## config.mk

```make
export PLATFORM = sky130hd
export DESIGN_NAME = pt_walker
export DESIGN_NICKNAME = d
export VERILOG_FILES = /design/src/rtl/ptw_pkg.sv /design/src/rtl/ptw_entry_addr.sv /design/src/rtl/ptw_dir_cache.sv /design/src/rtl/pt_walker.sv
export SDC_FILE = /design/constraint.sdc
export NUM_CORES = 1
export LEC_CHECK = 0
export ABC_AREA = 1
export CORE_MARGIN = 3
export CORE_UTILIZATION = 50
export DETAILED_ROUTE_END_ITERATION = 8
export GPL_TIMING_DRIVEN = 1
export PLACE_DENSITY = 0.78
export SYNTH_ARGS = -nofsm -noshare
export SYNTH_HDL_FRONTEND = slang
export SYNTH_SLANG_ARGS = --single-unit
```

## constraint.sdc

```tcl
create_clock -name clk -period 2.1 [get_ports clk]
set_clock_uncertainty 0.2 [all_clocks]
set_input_delay 0.42 -clock clk [delete_from_list [all_inputs] [get_ports clk]]
set_output_delay 0.42 -clock clk [all_outputs]
set_load 0.05 [all_outputs]
```

## src/rtl/ptw_pkg.sv

```systemverilog
package ptw_pkg;
    localparam int ADDR_W    = 32;
    localparam int OFF_W     = 12;
    localparam int IDX_W     = 10;
    localparam int FRAME_W   = ADDR_W - OFF_W;
    localparam int ENT_LSB_W = OFF_W - IDX_W;
    localparam int PRESENT_B = 0;

    typedef enum logic [2:0] {
        WK_IDLE,
        WK_DIR_REQ,
        WK_DIR_WAIT,
        WK_TBL_REQ,
        WK_TBL_WAIT,
        WK_RESP
    } walk_st_e;
endpackage

```

## src/rtl/ptw_entry_addr.sv

```systemverilog
module ptw_entry_addr #(
    parameter int BASE_W = 20,
    parameter int IX_W   = 10,
    parameter int OUT_W  = 32
) (
    input  logic [BASE_W-1:0] base,
    input  logic [IX_W-1:0]   index,
    output logic [OUT_W-1:0]  addr
);
    localparam int PAD_W = OUT_W - BASE_W - IX_W;

    assign addr = {base, index, {PAD_W{1'b0}}};
endmodule

```

## src/rtl/ptw_dir_cache.sv

```systemverilog
module ptw_dir_cache #(
    parameter int ENTRIES = 2,
    parameter int TAG_W   = 10,
    parameter int DATA_W  = 20
) (
    input  logic              clk,
    input  logic              rst_n,
    input  logic              flush,
    input  logic              lk_en,
    input  logic [TAG_W-1:0]  lk_tag,
    output logic              lk_hit,
    output logic [DATA_W-1:0] lk_data,
    input  logic              fill_en,
    input  logic [TAG_W-1:0]  fill_tag,
    input  logic [DATA_W-1:0] fill_data
);
    localparam int SEL_W = (ENTRIES > 1) ? $clog2(ENTRIES) : 1;

    typedef struct packed {
        logic [ENTRIES-1:0]             valid;
        logic [ENTRIES-1:0][TAG_W-1:0]  tag;
        logic [ENTRIES-1:0][DATA_W-1:0] data;
        logic [ENTRIES-1:0][SEL_W-1:0]  age;
    } dc_state_t;

    dc_state_t          st_q, st_d;
    logic [ENTRIES-1:0] match;
    logic [SEL_W-1:0]   hit_sel, vict_sel, touch_sel;
    logic               found_free;
    logic               touch;

    always_comb begin
        lk_hit     = 1'b0;
        hit_sel    = '0;
        lk_data    = '0;
        found_free = 1'b0;
        vict_sel   = '0;
        for (int i = 0; i < ENTRIES; i++) begin
            match[i] = st_q.valid[i] && (st_q.tag[i] == lk_tag);
            if (match[i] && !lk_hit) begin
                lk_hit  = 1'b1;
                hit_sel = SEL_W'(i);
                lk_data = st_q.data[i];
            end
        end
        for (int i = 0; i < ENTRIES; i++) begin
            if (!st_q.valid[i] && !found_free) begin
                found_free = 1'b1;
                vict_sel   = SEL_W'(i);
            end
        end
        if (!found_free) begin
            for (int i = 0; i < ENTRIES; i++) begin
                if (st_q.age[i] > st_q.age[vict_sel]) vict_sel = SEL_W'(i);
            end
        end
    end

    always_comb begin
        st_d      = st_q;
        touch     = 1'b0;
        touch_sel = '0;
        if (flush) begin
            st_d.valid = '0;
        end else if (fill_en) begin
            st_d.valid[vict_sel] = 1'b1;
            st_d.tag[vict_sel]   = fill_tag;
            st_d.data[vict_sel]  = fill_data;
            touch     = 1'b1;
            touch_sel = vict_sel;
        end else if (lk_en && lk_hit) begin
            touch     = 1'b1;
            touch_sel = hit_sel;
        end
        if (touch) begin
            for (int j = 0; j < ENTRIES; j++) begin
                if (SEL_W'(j) == touch_sel)
                    st_d.age[j] = '0;
                else if (st_q.age[j] < st_q.age[touch_sel])
                    st_d.age[j] = st_q.age[j] + 1'b1;
            end
        end
    end

    always_ff @(posedge clk) begin
        if (!rst_n) begin
            st_q.valid <= '0;
            st_q.tag   <= '0;
            st_q.data  <= '0;
            for (int k = 0; k < ENTRIES; k++) st_q.age[k] <= SEL_W'(k);
        end else begin
            st_q <= st_d;
        end
    end


    single_match_chk: assert property (@(posedge clk) disable iff (!rst_n)
        $countones(match) <= 1);


    flush_clears_chk: assert property (@(posedge clk) disable iff (!rst_n)
        flush |=> (st_q.valid == '0));
endmodule

```

## src/rtl/pt_walker.sv

```systemverilog
module pt_walker
    import ptw_pkg::*;
#(
    parameter int DC_ENTRIES = 2
) (
    input  logic        clk,
    input  logic        rst_n,
    input  logic        req_valid,
    output logic        req_ready,
    input  logic [31:0] req_vaddr,
    output logic        rsp_valid,
    output logic [31:0] rsp_vaddr,
    output logic [31:0] rsp_paddr,
    output logic        rsp_fault,
    output logic        rsp_fault_lvl,
    output logic        mem_req_valid,
    output logic [31:0] mem_req_addr,
    input  logic        mem_rsp_valid,
    input  logic [31:0] mem_rsp_data,
    input  logic        base_we,
    input  logic [31:0] base_wdata
);
    localparam int DIR_HI = ADDR_W - 1;
    localparam int DIR_LO = ADDR_W - IDX_W;
    localparam int TBL_HI = DIR_LO - 1;
    localparam int TBL_LO = OFF_W;

    typedef struct packed {
        walk_st_e           st;
        logic [ADDR_W-1:0]  vaddr;
        logic [FRAME_W-1:0] dir_base;
        logic [FRAME_W-1:0] tbl_base;
        logic               stale;
        logic [ADDR_W-1:0]  paddr;
        logic               fault;
        logic               lvl;
    } walk_t;

    walk_t              w_q, w_d;
    logic               lk_en, lk_hit, fill_en;
    logic [FRAME_W-1:0] lk_data, sel_base;
    logic [IDX_W-1:0]   sel_idx;
    logic [ADDR_W-1:0]  ent_addr;

    ptw_dir_cache #(
        .ENTRIES (DC_ENTRIES),
        .TAG_W   (IDX_W),
        .DATA_W  (FRAME_W)
    ) i_dcache (
        .clk       (clk),
        .rst_n     (rst_n),
        .flush     (base_we),
        .lk_en     (lk_en),
        .lk_tag    (req_vaddr[DIR_HI:DIR_LO]),
        .lk_hit    (lk_hit),
        .lk_data   (lk_data),
        .fill_en   (fill_en),
        .fill_tag  (w_q.vaddr[DIR_HI:DIR_LO]),
        .fill_data (mem_rsp_data[ADDR_W-1:OFF_W])
    );

    assign sel_base = (w_q.st == WK_DIR_REQ) ? w_q.dir_base : w_q.tbl_base;
    assign sel_idx  = (w_q.st == WK_DIR_REQ) ? w_q.vaddr[DIR_HI:DIR_LO]
                                             : w_q.vaddr[TBL_HI:TBL_LO];

    ptw_entry_addr #(
        .BASE_W (FRAME_W),
        .IX_W   (IDX_W),
        .OUT_W  (ADDR_W)
    ) i_eaddr (
        .base  (sel_base),
        .index (sel_idx),
        .addr  (ent_addr)
    );

    always_comb begin
        w_d           = w_q;
        req_ready     = 1'b0;
        rsp_valid     = 1'b0;
        mem_req_valid = 1'b0;
        lk_en         = 1'b0;
        fill_en       = 1'b0;
        case (w_q.st)
            WK_IDLE: begin
                req_ready = 1'b1;
                if (req_valid) begin
                    lk_en     = 1'b1;
                    w_d.vaddr = req_vaddr;
                    w_d.stale = 1'b0;
                    if (lk_hit) begin
                        w_d.tbl_base = lk_data;
                        w_d.st       = WK_TBL_REQ;
                    end else begin
                        w_d.st       = WK_DIR_REQ;
                    end
                end
            end
            WK_DIR_REQ: begin
                mem_req_valid = 1'b1;
                w_d.st        = WK_DIR_WAIT;
            end
            WK_DIR_WAIT: begin
                if (mem_rsp_valid) begin
                    if (mem_rsp_data[PRESENT_B]) begin
                        fill_en      = !w_q.stale && !base_we;
                        w_d.tbl_base = mem_rsp_data[ADDR_W-1:OFF_W];
                        w_d.st       = WK_TBL_REQ;
                    end else begin
                        w_d.fault = 1'b1;
                        w_d.lvl   = 1'b0;
                        w_d.paddr = '0;
                        w_d.st    = WK_RESP;
                    end
                end
            end
            WK_TBL_REQ: begin
                mem_req_valid = 1'b1;
                w_d.st        = WK_TBL_WAIT;
            end
            WK_TBL_WAIT: begin
                if (mem_rsp_valid) begin
                    w_d.lvl = 1'b1;
                    if (mem_rsp_data[PRESENT_B]) begin
                        w_d.fault = 1'b0;
                        w_d.paddr = {mem_rsp_data[ADDR_W-1:OFF_W], w_q.vaddr[OFF_W-1:0]};
                    end else begin
                        w_d.fault = 1'b1;
                        w_d.paddr = '0;
                    end
                    w_d.st = WK_RESP;
                end
            end
            WK_RESP: begin
                rsp_valid = 1'b1;
                w_d.st    = WK_IDLE;
            end
            default: w_d.st = WK_IDLE;
        endcase
        if (base_we) begin
            w_d.dir_base = base_wdata[ADDR_W-1:OFF_W];
            w_d.stale    = 1'b1;
        end
    end

    always_ff @(posedge clk) begin
        if (!rst_n) begin
            w_q <= '{st: WK_IDLE, default: '0};
        end else begin
            w_q <= w_d;
        end
    end

    assign mem_req_addr  = ent_addr;
    assign rsp_vaddr     = w_q.vaddr;
    assign rsp_paddr     = w_q.paddr;
    assign rsp_fault     = w_q.fault;
    assign rsp_fault_lvl = w_q.lvl;


    rsp_pulse_chk: assert property (@(posedge clk) disable iff (!rst_n)
        rsp_valid |=> !rsp_valid);


    busy_after_accept_chk: assert property (@(posedge clk) disable iff (!rst_n)
        (req_valid && req_ready) |=> !req_ready);


    mem_pulse_chk: assert property (@(posedge clk) disable iff (!rst_n)
        mem_req_valid |=> !mem_req_valid);


    idle_after_rsp_chk: assert property (@(posedge clk) disable iff (!rst_n)
        rsp_valid |=> req_ready);


    offset_keep_chk: assert property (@(posedge clk) disable iff (!rst_n)
        (rsp_valid && !rsp_fault) |-> (rsp_paddr[OFF_W-1:0] == rsp_vaddr[OFF_W-1:0]));
endmodule

```

==> results of run 1 <==
[final timing paths]
| kind | from | endpoint | slack (ns) | cells after the start |
|---|---|---|---|---|
| setup / recovery | w_q[107] | mem_req_addr[30] | -0.29 | 7 |
| setup reg to reg | w_q[109] | w_q[45] | -0.03 | 13 |
| hold reg to reg | rsp_paddr[0] | rsp_paddr[0] | 0.26 | 2 |
| hold / removal | rst_n | rsp_vaddr[9] | 0.17 | 3 |
[cell families (layout without fill, tap and decap cells)]
logic type,count (synthesis),in the layout,share of synthesized area [%]
xor gates and xnor gates,6,6,0.637
buffers and inverters,265,422,15.7
and+or+nand+nor,525,525,25.8
DFF,174,174,42.2
other,1,2,0.0454
AOI/OAI and AO/OA,250,250,15.6
[synthesized netlist by cell type]
master	n	share of area, %
clkbuf_1	38	1.7
or2_2	11	0.83
o21ai_0	146	8.9
clkinv_1	1	0.045
nor3_2	1	0.12
xnor2_1	5	0.53
dfxtp_1	174	42
nand4_1	4	0.30
inv_2	6	0.27
xor2_1	1	0.11
nor2_2	4	0.30
a211oi_1	2	0.18
buf_2	18	1.1
nand2_1	286	13
a22oi_1	11	1.0
a21oi_1	91	5.5
nand3b_1	1	0.091
buf_4	75	6.8
inv_1	124	5.6
nor2_4	3	0.41
nand2_4	1	0.14
conb_1	1	0.045
nand3_2	1	0.12
buf_1	3	0.14
nand3_1	52	3.2
nor3_1	2	0.12
nor2_1	159	7.2
[cell usage in the layout, fill, tap and decap left out, types with 3 or more instances in the layout]
cell type,count
dfxtp_2,4
nand4_1,4
buf_6,11
buf_12,48
o21ai_0,115
buf_4,105
nand2_1,265
dlymetal6s2s_1,9
xnor2_2,3
a22oi_1,11
dlygate4sd2_1,13
a21oi_1,90
nand2_2,10
inv_2,12
or2_2,11
nor2_1,151
dfxtp_1,169
o21ai_2,16
inv_1,115
o21ai_4,15
nand3_2,3
nand3_1,50
clkbuf_1,3
clkbuf_16,19
nor2_2,7
clkdlybuf4s50_1,66
nand2_4,11
nor2_4,8
clkinvlp_4,5
[repair_timing]
| action | 4_1_cts | 5_1_grt |
|---|---|---|
| setup endpoints to repair | 50 | 87 |
| gates cloned | 3 | 8 |
| resized for setup | 59 | 83 |
| pin swaps | 1 | 13 |
| buffers inserted | 6 | 7 |
[critical path, delay by kind of cell (launching register included)]
family / cells / cell delay (ns)
compound gates: 1 / 0.10
simple gates: 2 / 0.34
buf+inv: 4 / 0.55
flops: 1 / 0.35
[layer usage]
| metal | global-route usage [%] | part of all wire (%) | vias to the layer above |
|---|---|---|---|
| met5 | 0 | 0 | - |
| met4 | 6.45 | 1.6 | 0 |
| met2 | 38.2 | 46 | 375 |
| met3 | 6.07 | 8.4 | 37 |
| li1 | - | - | 4064 |
| met1 | 35.2 | 44 | 3721 |
[cell type report]
class	instances	area [sq um]	share of cell area, %
clock inverter	9	111	0.956
clock buffer	22	464	3.99
timing repair buffer	258	2870	24.7
inverter	131	502	4.31
timing repair inverter	2	12.5	0.107
sequential	174	3490	30.0
tap	216	270	2.32
multi-input combinational	783	3920	33.7
[per-stage QoR]
stage               area [sq um]  TNS, ns
CTS                        11200    -6.08
global route               11600   -13.69
floorplan                   8340    -2.29
finish                     11600    -7.42
detailed placement         10400   -22.88
global placement           10400   -20.51
[power groups by stage]
stage	clock network, mW	logic, mW	registers (mW)
6_report	3.10	1.77	3.51
5_1_grt	3.26	1.88	3.52
4_1_cts	3.13	1.70	3.50
3_5_place_dp	0	1.61	3.56
3_3_place_gp	0	1.59	3.56
2_1_floorplan	0	0.980	3.54
[flip-flops by register name, summed over array words and instances, names as in the netlist]
register and cells:
i_dcache.st_q 64, rsp_fault 1, rsp_fault_lvl 1, rsp_paddr 32, rsp_vaddr 32, w_q 44
==> summary.txt, run 1 <==
Clock tree
  – Clk sinks: 174
  – TritonCTS clock tree: done
  – CTS root buffer: clkbuf_16
  – Worst-Skew Late Latency: between 0.4 and 0.5 ns
  – CTS max path bufs: 2
  – TritonCTS Buffers: 17
  – Hold_buf cts: 0
  – CTS H-tree lvls: 4
  – Clk pin slew, worst setup/hold paths: 0.07 ns

Yosys
  – Avg Synthesized Cell Area: about 6.8 sq um
  – YS warnings: 0
  – Synthesized flop and latch total: 174
  – Syn Inst Count: roughly 1200
  – Cell variety after synth: 27
  – Cell area after synthesis: 8250 sq um
  – Post-synthesis sequential area ratio: a little over two fifths

Finish
  – Post-route core utilization: around 73%
  – Layout cells sized above 1: 22.4%
  – Non-Filler Instances: around 1600
  – P&R area growth vs syn: 41.1%
  – FILL cells: about 1200
  – Antenna cells: 0
  – Nets: ~1500

Placed design
  – Placer's final routability congestion estimate: approximately 0.88
  – Pre-CTS setup slack: -0.466 ns
  – Placed cell count: around 1500
  – Post-DP HPWL: 15500 um
  – I/O Buffers: 176

Route
  – First drt pass iteration count: 5
  – Drt drc: 0
  – Total wire length: 24300 um
  – Detailed-route via count: 8197
  – Iter 0 DRT Violations: 679
  – Routed Antenna Nets: 0
  – Mean number of vias per cell: approximately 5
  – WL/cell: 15.2 um

Run status
  – Failing checks: setup timing
  – Status: finished with violations

Global route
  – Vias in the first global route: 7494
  – Largest net degree at the start of global routing: approximately 100
  – First-pass GRT wire length: between 30000 and 40000 um
  – Total grt overflow: 0
  – GRT Total Usage: ~25%
  – Initial antenna violation count: 0

Die
  – Placeable Area: between 15000 and 20000 sq um
  – Chip height: ~130 um
  – I/O pin count: roughly 200
  – Horiz. Die Dim: 134 um
  – Row Count: 46
  – Initial Util: between 50% and 60%
  – Die area: approximately 18000 sq um

Timing
  – Final Cycle Share: 114%
  – Unrepaired setup endpoints after global routing: true
  – Final worst setup slack: -0.294 ns
  – Fmax achieved: between 0.4 and 0.5 GHz
  – Final setup fails: 34
  – Min Tclk post-route: about 2.4 ns
  – Hold Vio Cnt, Final: 0
  – Max Slew Vio Count: 0
  – Worst hold slack: 0.171 ns

Critical path
  – CP arrival: approximately 1.8 ns
  – Max FO, Critical Path: 7
  – Worst setup EP type: primary output
  – Crit path cell chain: inv_2, nor3_4, buf_6, buf_8, nand2_1, o21ai_2, buf_12
  – Setup CP Type: flop to primary output
  – Worst EP required: 1.48 ns
  – Slowest cell on the critical path: dfxtp_2
  – Critical Path Source Type: flop
  – Max incr delay on CP: 0.35 ns

Hold path
  – HP Class: input port to flop

Pwr
  – Leakage power: 5.35 nW
  – Sw Share: roughly 29%
  – Int Pwr: approximately 5.9 mW
  – Clock share of power: ~37%
  – P_sw: approximately 2.4 mW
  – Total power: between 8 and 9 mW
  – Sequential Power Share: roughly two fifths
  – Gate power share: around a fifth
  – Peak VDD IR: 0.609 mV
  – P per Cell Area: roughly 720 nW/um^2

Job
  – Max-cap violations: 0
Power figures use the tool's default switching activity.
==> run 2: changes to the inputs <==
==> constraint.sdc (replaced) <==
create_clock -name clk -period 2.3 [get_ports clk]
set_clock_uncertainty 0.2 [all_clocks]
set_input_delay 0.46 -clock clk [delete_from_list [all_inputs] [get_ports clk]]
set_output_delay 0.46 -clock clk [all_outputs]
set_load 0.05 [all_outputs]
==> run 2 against run 1 <==
Against the previous run: the flow still finishes with violations (setup timing); worst hold slack gained 0.090 ns; combinational power shrank 14%; sequential share of layout area grew 1.1 points; first-iteration DRC count grew 4.7%; clock power shrank 14%; flip-flop and latch count is the same; utilization shrank 2.6 points; sequential power shrank 9.1%; worst setup slack gained 0.24 ns; total power shrank 12%; die area is the same.
==> summary.txt, run 2 (synthesis results as in run 1) <==
Run status
  – Status: finished with violations
  – Failing checks: setup timing

Die
  – Die area: 18100 sq um (unchanged)
  – Row Count: 46 (unchanged)
  – Horiz. Die Dim: 134 um (unchanged)
  – Placeable Area: 16000 sq um (unchanged)
  – I/O pin count: 202 (unchanged)
  – Chip height: 134 um (unchanged)
  – Initial Util: 51.6% (unchanged)

Job
  – Max-cap violations: 0 (unchanged)

Pwr
  – P per Cell Area: 659 nW/um^2 (-8.5%)
  – Peak VDD IR: 0.531 mV (-13%)
  – Leakage power: 5.15 nW (-3.7%)

Global route
  – Initial antenna violation count: 0 (unchanged)
  – Total grt overflow: 0 (unchanged)
  – Largest net degree at the start of global routing: 116 (+12%)
  – GRT Total Usage: 24.3% (-0.59 points)
  – First-pass GRT wire length: 36100 um (-1.9%)
  – Vias in the first global route: 7310 (-2.5%)

Critical path
  – CP most frequent cell: buf_12
  – Worst EP required: 1.64 ns (+0.16 ns)
  – CP arrival: 1.70 ns (-0.07 ns)
  – Max FO, Critical Path: 9 (+2)
  – Worst setup EP type: primary output
  – Crit path cell chain: nor3_4, buf_12, clkbuf_16, nand2_1, o21ai_2, buf_12
  – Setup CP Type: flop to primary output
  – Max incr delay on CP: 0.36 ns (about the same)
  – Slowest cell on the critical path: dfxtp_2
  – Critical Path Source Type: flop

Finish
  – Antenna cells: 0 (unchanged)
  – FILL cells: 1320 (+6.5%)
  – P&R area growth vs syn: 36.0%
  – Layout cells sized above 1: 14.2% (-8.2 points)
  – Commonest non-fill, non-tap cells in the layout: nand2_1, dfxtp_1, nor2_1
  – Largest register by flop count: i_dcache.st_q
  – Commonest non-fill, non-tap cell in the layout: nand2_1
  – Nets: 1443 (-1.7%)
  – Biggest regs: i_dcache.st_q (64), w_q (44)
  – Max reg flops: 64 (unchanged)

Timing
  – Hold Vio Cnt, Final: 0 (unchanged)
  – Worst-Margin Slew: roughly 0.55 ns
  – Min Tclk post-route: approximately 2.4 ns
  – Final worst setup slack: -0.0553 ns (+0.238 ns)
  – Max Slew Vio Count: 0 (unchanged)
  – Final setup fails: 26 (-24%)
  – Unrepaired setup endpoints after global routing: true
  – Fmax achieved: approximately 0.42 GHz
  – Final Cycle Share: 102%
  – Slew HR: ~63%
  – Setup TNS: -0.506 ns (+6.92 ns)

Route
  – WL/cell: 14.6 um (-3.9%)
  – First drt pass iteration count: 5 (unchanged)
  – Mean number of vias per cell: 5.09 (-1.0%)
  – Drt drc: 0 (unchanged)
  – Total wire length: 23000 um (-5.3%)
  – Detailed-route via count: 7989 (-2.5%)
  – Iter 0 DRT Violations: 711 (+4.7%)
  – Routed Antenna Nets: 0 (unchanged)

Clock tree
  – Clk sinks: 174 (unchanged)
  – CTS max path bufs: 2 (unchanged)
  – Hold_buf cts: 0 (unchanged)
  – TritonCTS clock tree: done
  – TritonCTS Buffers: 17 (unchanged)
  – Worst-Skew Late Latency: 0.43 ns (about the same)
  – Clk pin slew, worst setup/hold paths: 0.07 ns (about the same)
  – CTS root buffer: clkbuf_16
  – CTS H-tree lvls: 4 (unchanged)

Placed design
  – I/O Buffers: 176 (unchanged)
  – Post-DP HPWL: 15200 um (-1.6%)
  – Placer's final routability congestion estimate: 0.899 (+2.3%)
  – Pre-CTS setup slack: -0.290 ns (+0.176 ns)

Hold path
  – HP Class: flop to flop
run 2: cell count changes in the layout (fill, tap and decap cells not counted), moves of 8 or more:
cell / previous run / this run
buf_4: 105 / 43
buf_6: 11 / 3
clkdlybuf4s50_1: 66 / 114
dlymetal6s2s_1: 9 / 20
nand2_1: 265 / 285
nand2_2: 10 / 0
nand2_4: 11 / 2
nor2_1: 151 / 159
o21ai_2: 16 / 30
o21ai_4: 15 / 1
run 2: per-stage QoR:
stage	hold WS, ns	power [mW]	utilization, %	instances	cell area (sq um)
floorplan	0.237	4.13	-	1222	8340
global placement	0.246	4.68	64.8	1531	10400
detailed placement	0.251	4.70	64.8	1531	10400
CTS	0.261	7.39	68.9	1565	11000
global route	0.281	7.68	70.2	1571	11200
finish	0.261	7.39	70.2	1571	11200
run 2: area by class of cell:
cell class                      count  area [sq um]  share of cell area [%]
Clock buffer                       18           439                    3.91
Timing Repair Buffer              235          2800                    24.9
Multi-Input combinational cell    783          3620                    32.3
Sequential cell                   174          3490                    31.1
Tap cell                          216           270                    2.41
Inverter                          131           497                    4.43
Clock inverter                     14           109                   0.970
run 2: timing repair:
| action | in CTS | in global routing |
|---|---|---|
| setup buffers | 0 | 2 |
| gates resized for setup | 25 | 37 |
| endpoints found under the setup margin | 37 | 64 |
| cloned | 2 | 4 |
| pin swaps | 0 | 0 |
run 2: routing by layer:
| metal | track usage, % | up-vias | share of wire, % |
|---|---|---|---|
| met5 | 0 | - | 0 |
| met4 | 5.83 | 0 | 1.7 |
| met3 | 7.64 | 29 | 8.6 |
| met2 | 36.8 | 299 | 45 |
| met1 | 33.9 | 3650 | 45 |
| li1 | - | 4011 | - |
run 2: critical path: cells and delay by family (launching register included):
kind | cells | cell delay [ns]
AOI/OAI and AO/OA | 1 | 0.09
buffers and inverters | 3 | 0.51
DFF | 1 | 0.36
and+or+nand+nor | 2 | 0.30
run 2: final timing paths:
check / start / end / slack (ns) / cells after the start
setup / recovery: w_q[109] / mem_req_addr[18] / -0.06 / 6
hold / removal: rsp_paddr[13] / rsp_paddr[13] / 0.26 / 2
setup reg to reg: i_dcache.st_q[44] / w_q[37] / 0.35 / 15
hold reg to reg: rsp_paddr[13] / rsp_paddr[13] / 0.26 / 2
run 2: power by group:
part / switching, mW / leakage, nW / internal, mW
clock: 1.25 / 0.256 / 1.43
combinational: 0.920 / 3.48 / 0.613
sequential: 0.0703 / 1.42 / 3.12
total: 2.24 / 5.15 / 5.16
